`config.mk`:
```
export PLATFORM = sky130hd
export DESIGN_NAME = scl_low_watchdog
export DESIGN_NICKNAME = d
export VERILOG_FILES = /design/src/rtl/smbto_pkg.sv /design/src/rtl/scl_sync.sv /design/src/rtl/low_timer.sv /design/src/rtl/trip_gen.sv /design/src/rtl/scl_low_watchdog.sv
export SDC_FILE = /design/constraint.sdc
export NUM_CORES = 1
export LEC_CHECK = 0
export ABC_AREA = 0
export ABC_CLOCK_PERIOD_IN_PS = 2500
export CAP_MARGIN = 30
export CELL_PAD_IN_SITES_DETAIL_PLACEMENT = 0
export CELL_PAD_IN_SITES_GLOBAL_PLACEMENT = 1
export CORE_UTILIZATION = 42
export DETAILED_ROUTE_END_ITERATION = 8
export GPL_TIMING_DRIVEN = 0
export MAX_ROUTING_LAYER = met4
export PLACE_DENSITY = 0.8
export SYNTH_ARGS = -nofsm -noshare
export SYNTH_HDL_FRONTEND = slang
export SYNTH_SLANG_ARGS = --single-unit
```
`constraint.sdc`:
```
create_clock -name clk -period 2.5 [get_ports clk]
set_clock_uncertainty 0.1 [all_clocks]
set_input_delay 0.375 -clock clk [delete_from_list [all_inputs] [get_ports clk]]
set_output_delay 0.375 -clock clk [all_outputs]
set_load 0.02 [all_outputs]
```
`src/rtl/smbto_pkg.sv`:
```
// Package: shared types and the cycle-count arithmetic for the SCL
// low-time watchdog. Assumes clock rates below 4.29 GHz.
package smbto_pkg;

    // State of the pulse generator: ready to fire, or already fired this low phase
    typedef enum logic {
        TRIP_ARMED = 1'b0,
        TRIP_FIRED = 1'b1
    } trip_state_e;

    // Convert a timeout in microseconds to a clock-cycle count, minimum 2
    function automatic int unsigned timeout_cycles(input int unsigned clk_hz,
                                                   input int unsigned tmo_us);
        longint unsigned prod;
        prod = (longint'(clk_hz) * longint'(tmo_us)) / 64'd1000000;
        if (prod < 64'd2) prod = 64'd2;
        return int'(prod);
    endfunction

endpackage

```
`src/rtl/scl_sync.sv`:
```
// Module: multi-flop synchronizer for the SCL pad level.
// Assumes the input is asynchronous to clk. The reset value is the bus-idle
// level (high), so reset never looks like a held-low clock.
module scl_sync #(
    parameter int unsigned STAGES    = 2,
    parameter logic        RESET_VAL = 1'b1
) (
    input  logic clk,
    input  logic rst_n,
    input  logic d_in,
    output logic q_out
);
    localparam int unsigned LAST = STAGES - 1;

    logic [LAST:0] chain_q;

    // First stage captures the asynchronous level
    always_ff @(posedge clk) begin
        if (!rst_n) chain_q[0] <= RESET_VAL;
        else        chain_q[0] <= d_in;
    end

    // Remaining stages settle metastability
    for (genvar g = 1; g < STAGES; g++) begin : g_stage
        always_ff @(posedge clk) begin
            if (!rst_n) chain_q[g] <= RESET_VAL;
            else        chain_q[g] <= chain_q[g-1];
        end
    end

    assign q_out = chain_q[LAST];
endmodule

```
`src/rtl/low_timer.sv`:
```
// Module: saturating counter of consecutive active low-SCL cycles.
// Assumes clear is asserted on every cycle in which SCL is high or the
// watchdog is gated off. Flags the edge on which the count reaches TERM.
module low_timer #(
    parameter int unsigned TERM = 300,
    parameter int unsigned CW   = $clog2(TERM + 1)
) (
    input  logic          clk,
    input  logic          rst_n,
    input  logic          clear,
    output logic [CW-1:0] count,
    output logic          reach
);
    localparam logic [CW-1:0] LAST_LOW = CW'(TERM - 1);
    localparam logic [CW-1:0] TOP      = CW'(TERM);

    logic [CW-1:0] count_q;

    // The count reaches terminal on this edge when it advances from TERM-1
    assign reach = !clear && (count_q == LAST_LOW);

    // Count low cycles, hold at TERM, drop to zero on clear
    always_ff @(posedge clk) begin
        if (!rst_n)              count_q <= '0;
        else if (clear)          count_q <= '0;
        else if (count_q != TOP) count_q <= count_q + 1'b1;
    end

    assign count = count_q;
endmodule

```
`src/rtl/trip_gen.sv`:
```
// Module: turns the terminal-reach strobe into a single registered pulse
// per low phase. Assumes scl_high is the synchronized bus level; only a
// high sample rearms the generator.
module trip_gen
    import smbto_pkg::*;
(
    input  logic clk,
    input  logic rst_n,
    input  logic reach,
    input  logic scl_high,
    output logic pulse
);
    trip_state_e state_q;
    logic        pulse_q;

    // Track whether this low phase has already produced its pulse
    always_ff @(posedge clk) begin
        if (!rst_n)                                  state_q <= TRIP_ARMED;
        else if (scl_high)                           state_q <= TRIP_ARMED;
        else if (reach && state_q == TRIP_ARMED)     state_q <= TRIP_FIRED;
    end

    // Register the pulse so the output is glitch-free
    always_ff @(posedge clk) begin
        if (!rst_n) pulse_q <= 1'b0;
        else        pulse_q <= reach && (state_q == TRIP_ARMED);
    end

    assign pulse = pulse_q;
endmodule

```
`src/rtl/scl_low_watchdog.sv`:
```
// Module: SMBus clock-low timeout watchdog (top).
// Synchronizes SCL, counts how long it stays low while the watchdog is
// active (not disabled and oscillator running), and pulses bus_idle_rst for
// one cycle when the low time reaches the timeout. It never drives SCL.
// Assumes the disable bit comes from a register whose reset value is 0.
module scl_low_watchdog
    import smbto_pkg::*;
#(
    parameter int unsigned CLK_HZ      = 1000000,
    parameter int unsigned TIMEOUT_US  = 30000,
    parameter int unsigned SYNC_STAGES = 2
) (
    input  logic clk,
    input  logic rst_n,
    input  logic scl_in,
    input  logic tmo_off,
    input  logic osc_stop,
    output logic bus_idle_rst
);
    localparam int unsigned TERM_CYCLES = timeout_cycles(CLK_HZ, TIMEOUT_US);
    localparam int unsigned CNT_W       = $clog2(TERM_CYCLES + 1);

    logic             scl_s;
    logic             active;
    logic             clear;
    logic             reach;
    logic [CNT_W-1:0] low_cnt;

    scl_sync #(
        .STAGES    (SYNC_STAGES),
        .RESET_VAL (1'b1)
    ) u_sync (
        .clk   (clk),
        .rst_n (rst_n),
        .d_in  (scl_in),
        .q_out (scl_s)
    );

    // Watchdog runs only when enabled and the oscillator is on
    assign active = !tmo_off && !osc_stop;
    assign clear  = !active || scl_s;

    low_timer #(
        .TERM (TERM_CYCLES),
        .CW   (CNT_W)
    ) u_timer (
        .clk   (clk),
        .rst_n (rst_n),
        .clear (clear),
        .count (low_cnt),
        .reach (reach)
    );

    trip_gen u_trip (
        .clk      (clk),
        .rst_n    (rst_n),
        .reach    (reach),
        .scl_high (scl_s),
        .pulse    (bus_idle_rst)
    );
endmodule

```
Yosys cells after proc, flatten, opt, wreduce, memory -nomap -nowiden
Cells that the tools add are included. Widths: inputs -> output; s select.

Flip-flop bits (word level): 19. Word-level logic and storage cells: 20.

Add/subtract/negate cells: 1. Equal/unequal tests: 2. Bitwise operators: 2. Reductions and logical operators: 10.

Operators by type and width (number): $add 15x1->15 const B (1); $eq 15x15->1 const B (1); $ne 15x15->1 const B (1); $logic_not 1->1 (4); $reduce_or 2->1 (2); $logic_and 1x1->1 (3); $not 1->1 (2); $logic_or 1x1->1 (1).

Logic depth before layout (Yosys ltp)
Depth in word-level cells: 7. Mapped depth: 5. Mapped depth without buffers: 5.

Modules after synthesis
From an unflattened synthesis, not the netlist that was laid out.

Cell total of the unflattened synthesis: 103. Area total of the unflattened synthesis: 925.9 um2.

Modules (own cells, without submodules): low_timer (instances 1, cells an instance 92, area an instance 803.3 um2, seq. area each 300.3 um2); trip_gen (instances 1, cells an instance 6, area an instance 63.8 um2, seq. area each 40.0 um2); scl_sync (instances 1, cells an instance 4, area an instance 52.6 um2, seq. area each 40.0 um2); scl_low_watchdog (instances 1, cells an instance 1, area an instance 6.3 um2, seq. area each 0.0 um2).

Worst setup path before layout
OpenSTA, ideal clock, no wires.

Path kind: flip-flop to flip-flop. Start: register u_timer.count_q[12], in the netlist u_timer.count[12]. End: register u_timer.count_q[0], in the netlist u_timer.count[0]. Setup time: 0.121 ns. Arrival: 1.607 ns. Path slack: 0.672 ns. Stages on the path, launching flop included: 5. Buffers on the path: 0. Period minus slack after synthesis: 1.828 ns. Cells stage by stage: dfxtp_1 > nand4_1 > or4b_1 > nor3_1 > mux2_2.

Cells in the longest elaborated chain, start to end: 1.

RTL lines: start: declaration (RTL line low_timer.sv:17) `logic [CW-1:0] count_q;`; start signal: assignment (RTL line low_timer.sv:26) `else if (count_q != TOP) count_q <= count_q + 1'b1;`; $ne 15x15->1 (RTL line low_timer.sv:26).

No other way between the ends. A chain may end at the register's enable or synchronous reset.

Worst setup path in the final report
Start: register u_timer.count_q[8], in the netlist u_timer.count[8]. End: register u_timer.count_q[0], in the netlist u_timer.count[0].

The elaborated chain is that of the path after synthesis.

==> flow_summary.json <==
{
  "crit_path_start_kind": "flop",
  "core_sq_mm": 0.00194,
  "cp-startpoint": "u_timer.count[8]",
  "p_clk_share_pct": 32.8,
  "cts_setup_buffers": 0,
  "cp.required_ns": 2.60,
  "synth_cell_types": 26,
  "power.share.combinational_pct": 2.6,
  "antenna_found_initial": 0,
  "grt_first_pass_wirelength_um": 2360,
  "maxCapViolations": 0,
  "p_int_mw": 0.374,
  "min_path_type": "flop to flop",
  "io_pins": 6,
  "die_y_um": 47.2,
  "area_delta_synth_final_pct": 12.8,
  "rsz0062_at_grt": "false",
  "place.port_buffers": 5,
  "hold_buffers": 0,
  "fp.dieW_um": 47.2,
  "route.vias.total": 650,
  "r2r-start": "u_timer.count[8]",
  "htree_levels": 1,
  "grt-ovfl-total": 0,
  "cts-root-buf": "clkbuf_4",
  "drcViolationCount": 0,
  "setup-violations-final": 0,
  "synth_edf_count": 0,
  "clkSinkCount": 19,
  "synth_top_area_share_pct": 44.3,
  "clk_pin_slew_ns": 0.11,
  "place.gp.congestion": 0.771,
  "drtIter0Drc": 4,
  "r2r-end": "u_timer.count[0]",
  "fmax_ghz": 0.494,
  "cts_buffers": 3,
  "crit_path_end": "u_timer.count[0]",
  "seq_area_sq_um": 380,
  "clk_latency_ns": 0.30,
  "peakVddDrop_v": 0.000327,
  "min_period_ns": 2.02,
  "tightestPinTransition_ns": 0.489,
  "start_util_pct": 44.3,
  "rrSetupSlack_ns": 0.48,
  "n_antenna_cell": 0,
  "setup.worst_path.end_class": "flop",
  "cts_tree": "done",
  "fin_nets": 115,
  "n_fill_cell": 200,
  "fin_tns_setup_ns": 0,
  "p_per_area_mw_per_mm2": 486,
  "cts_buffer_depth": 2,
  "r2r.worst_path.cells": 4,
  "min_period_over_period_pct": 81.0,
  "ys_seq_area_share_pct": 44.3,
  "totalPowerFinal_mw": 0.471,
  "crit_arrival_ns": 2.12,
  "ys_warn_count": 0,
  "grt_pass1_vias": 543,
  "wire_per_inst_um": 10.9,
  "place_ws_ns": 0.195,
  "crit_type": "flop to flop",
  "grt_max_degree": 11,
  "yosys_most_used_dff": "dfxtp_1",
  "net-switching-power_mw": 0.0972,
  "num_rows": 16,
  "final-hold-violation-count": 0,
  "synth_top_area_cell": "dfxtp_1",
  "seq_power_share_pct": 64.7,
  "cp_max_fo": 4,
  "worst_slack_ns": 0.475,
  "antenna_left": 0,
  "first_pass_iters": 3,
  "dpl.hpwl_um": 1060,
  "multi_input_area_sq_um": 449,
  "syn_nets": 105,
  "synth_seq_cells": 19,
  "swShare_pct": 20.6,
  "cts-resized-gates": 0,
  "syn_avg_cell_area_sq_um": 8.77,
  "async_flop_share_pct": 0,
  "syn_area_sq_um": 860,
  "routed_wl_um": 1460,
  "grt_usage_pct": 16.4,
  "die_area_sq_mm": 0.00223,
  "max_slew_margin_pct": 67.1,
  "fin_cells": 134,
  "drive_above_1_share_pct": 8.41,
  "via_per_inst": 4.85,
  "synth_cells": 98,
  "p_leak_nw": 0.319,
  "yosys-top-cells-area": "dfxtp_1 44%, xor2_1 11%, nor2_1 7.0%",
  "slew_violations": 0,
  "placed_cells": 130,
  "status": "finished clean"
}
## layout make-up
type                    instances  share of cell area, %
flip-flops and latches         19                   39.2
multi-input cells              71                   46.3
inverters                       4                   1.55
plain buffers                   4                   1.55
well taps                      27                   3.48
clock buffers                   4                   2.71
repair buffers                  5                   5.16
## worst max-delay path: stages (launching register included)
cell and delay [ns]:
dfxtp_1 0.40, nand4_1 0.10, or4b_1 0.51, nor3_1 0.44
mux2_2 0.38
## through the flow
stage	util, %	hold slack [ns]	instance area [sq um]
after global routing	49.9	0.359	970
after detailed placement	48.6	0.293	943
after CTS	49.9	0.319	970
final	49.9	0.316	970
after global placement	48.6	0.290	943
after floorplan	-	0.286	860
## logic make-up after synthesis
kind of cell | after synthesis | share of synthesized area [%]
simple gates | 52 | 32.9
flops | 19 | 44.2
xor+xnor | 11 | 11.2
mux | 2 | 2.47
buf+inv | 8 | 3.49
compound gates | 4 | 2.77
fa+ha+maj | 2 | 2.91
## power by group through the flow
stage | sequential, mW | combinational (mW) | clock (mW)
after floorplan | 0.312 | 0.00400 | 0
after global placement | 0.312 | 0.0119 | 0
after detailed placement | 0.312 | 0.0121 | 0
after CTS | 0.305 | 0.0122 | 0.159
after global routing | 0.305 | 0.0137 | 0.172
final | 0.305 | 0.0121 | 0.154
## placed cells by master, fill, tap and decap left out, drive strengths merged
master         instances
or4b                   1
or4                    1
mux2i                  1
a21oi                  2
nor2                  16
clkdlybuf4s50          5
nand3b                 2
xor2                  11
or3                    2
nand4                  6
or3b                   1
o21ai                  2
nand3                  5
inv                    4
and3                   2
nand2b                 2
dfxtp                 19
mux2                   1
nand2                  6
and4                   2
nor3                   3
and2                   2
or2b                   1
ha                     2
clkbuf                 8
## state kept, by name (all words and copies together) (netlist names)
| signal | cells |
|---|---|
| u_sync.chain_q | 1 |
| u_sync.q_out | 1 |
| u_timer.count | 15 |
| u_trip.pulse | 1 |
| u_trip.state_q | 1 |
## per-layer routing
layer	routed length, um	global-route usage, %
met5	0	-
met4	12	3.43
met3	49	8.08
met2	624	22.7
met1	778	21.1
## synthesized netlist by cell type (all sizes together), types with 2 or more instances
cell type	n
dfxtp	19
inv	4
o21ai	2
and3	2
and2	2
or3	2
and4	2
nand2b	2
clkbuf	4
nor3	3
xor2	11
nand3	5
nor2	16
a21oi	2
nand4	6
nand3b	2
nand2	6
ha	2
## worst min-delay path by stage
stage	end	startpoint	cells past startpoint	slack [ns]
after floorplan	u_sync.q_out	u_sync.chain_q[0]	1	0.29
after global placement	u_sync.q_out	u_sync.chain_q[0]	1	0.29
after detailed placement	u_sync.q_out	u_sync.chain_q[0]	1	0.29
after CTS	u_sync.q_out	u_sync.chain_q[0]	1	0.32
after global routing	u_sync.q_out	u_sync.chain_q[0]	1	0.36
final	u_sync.q_out	u_sync.chain_q[0]	1	0.32
(Power assumes the default switching activity.)
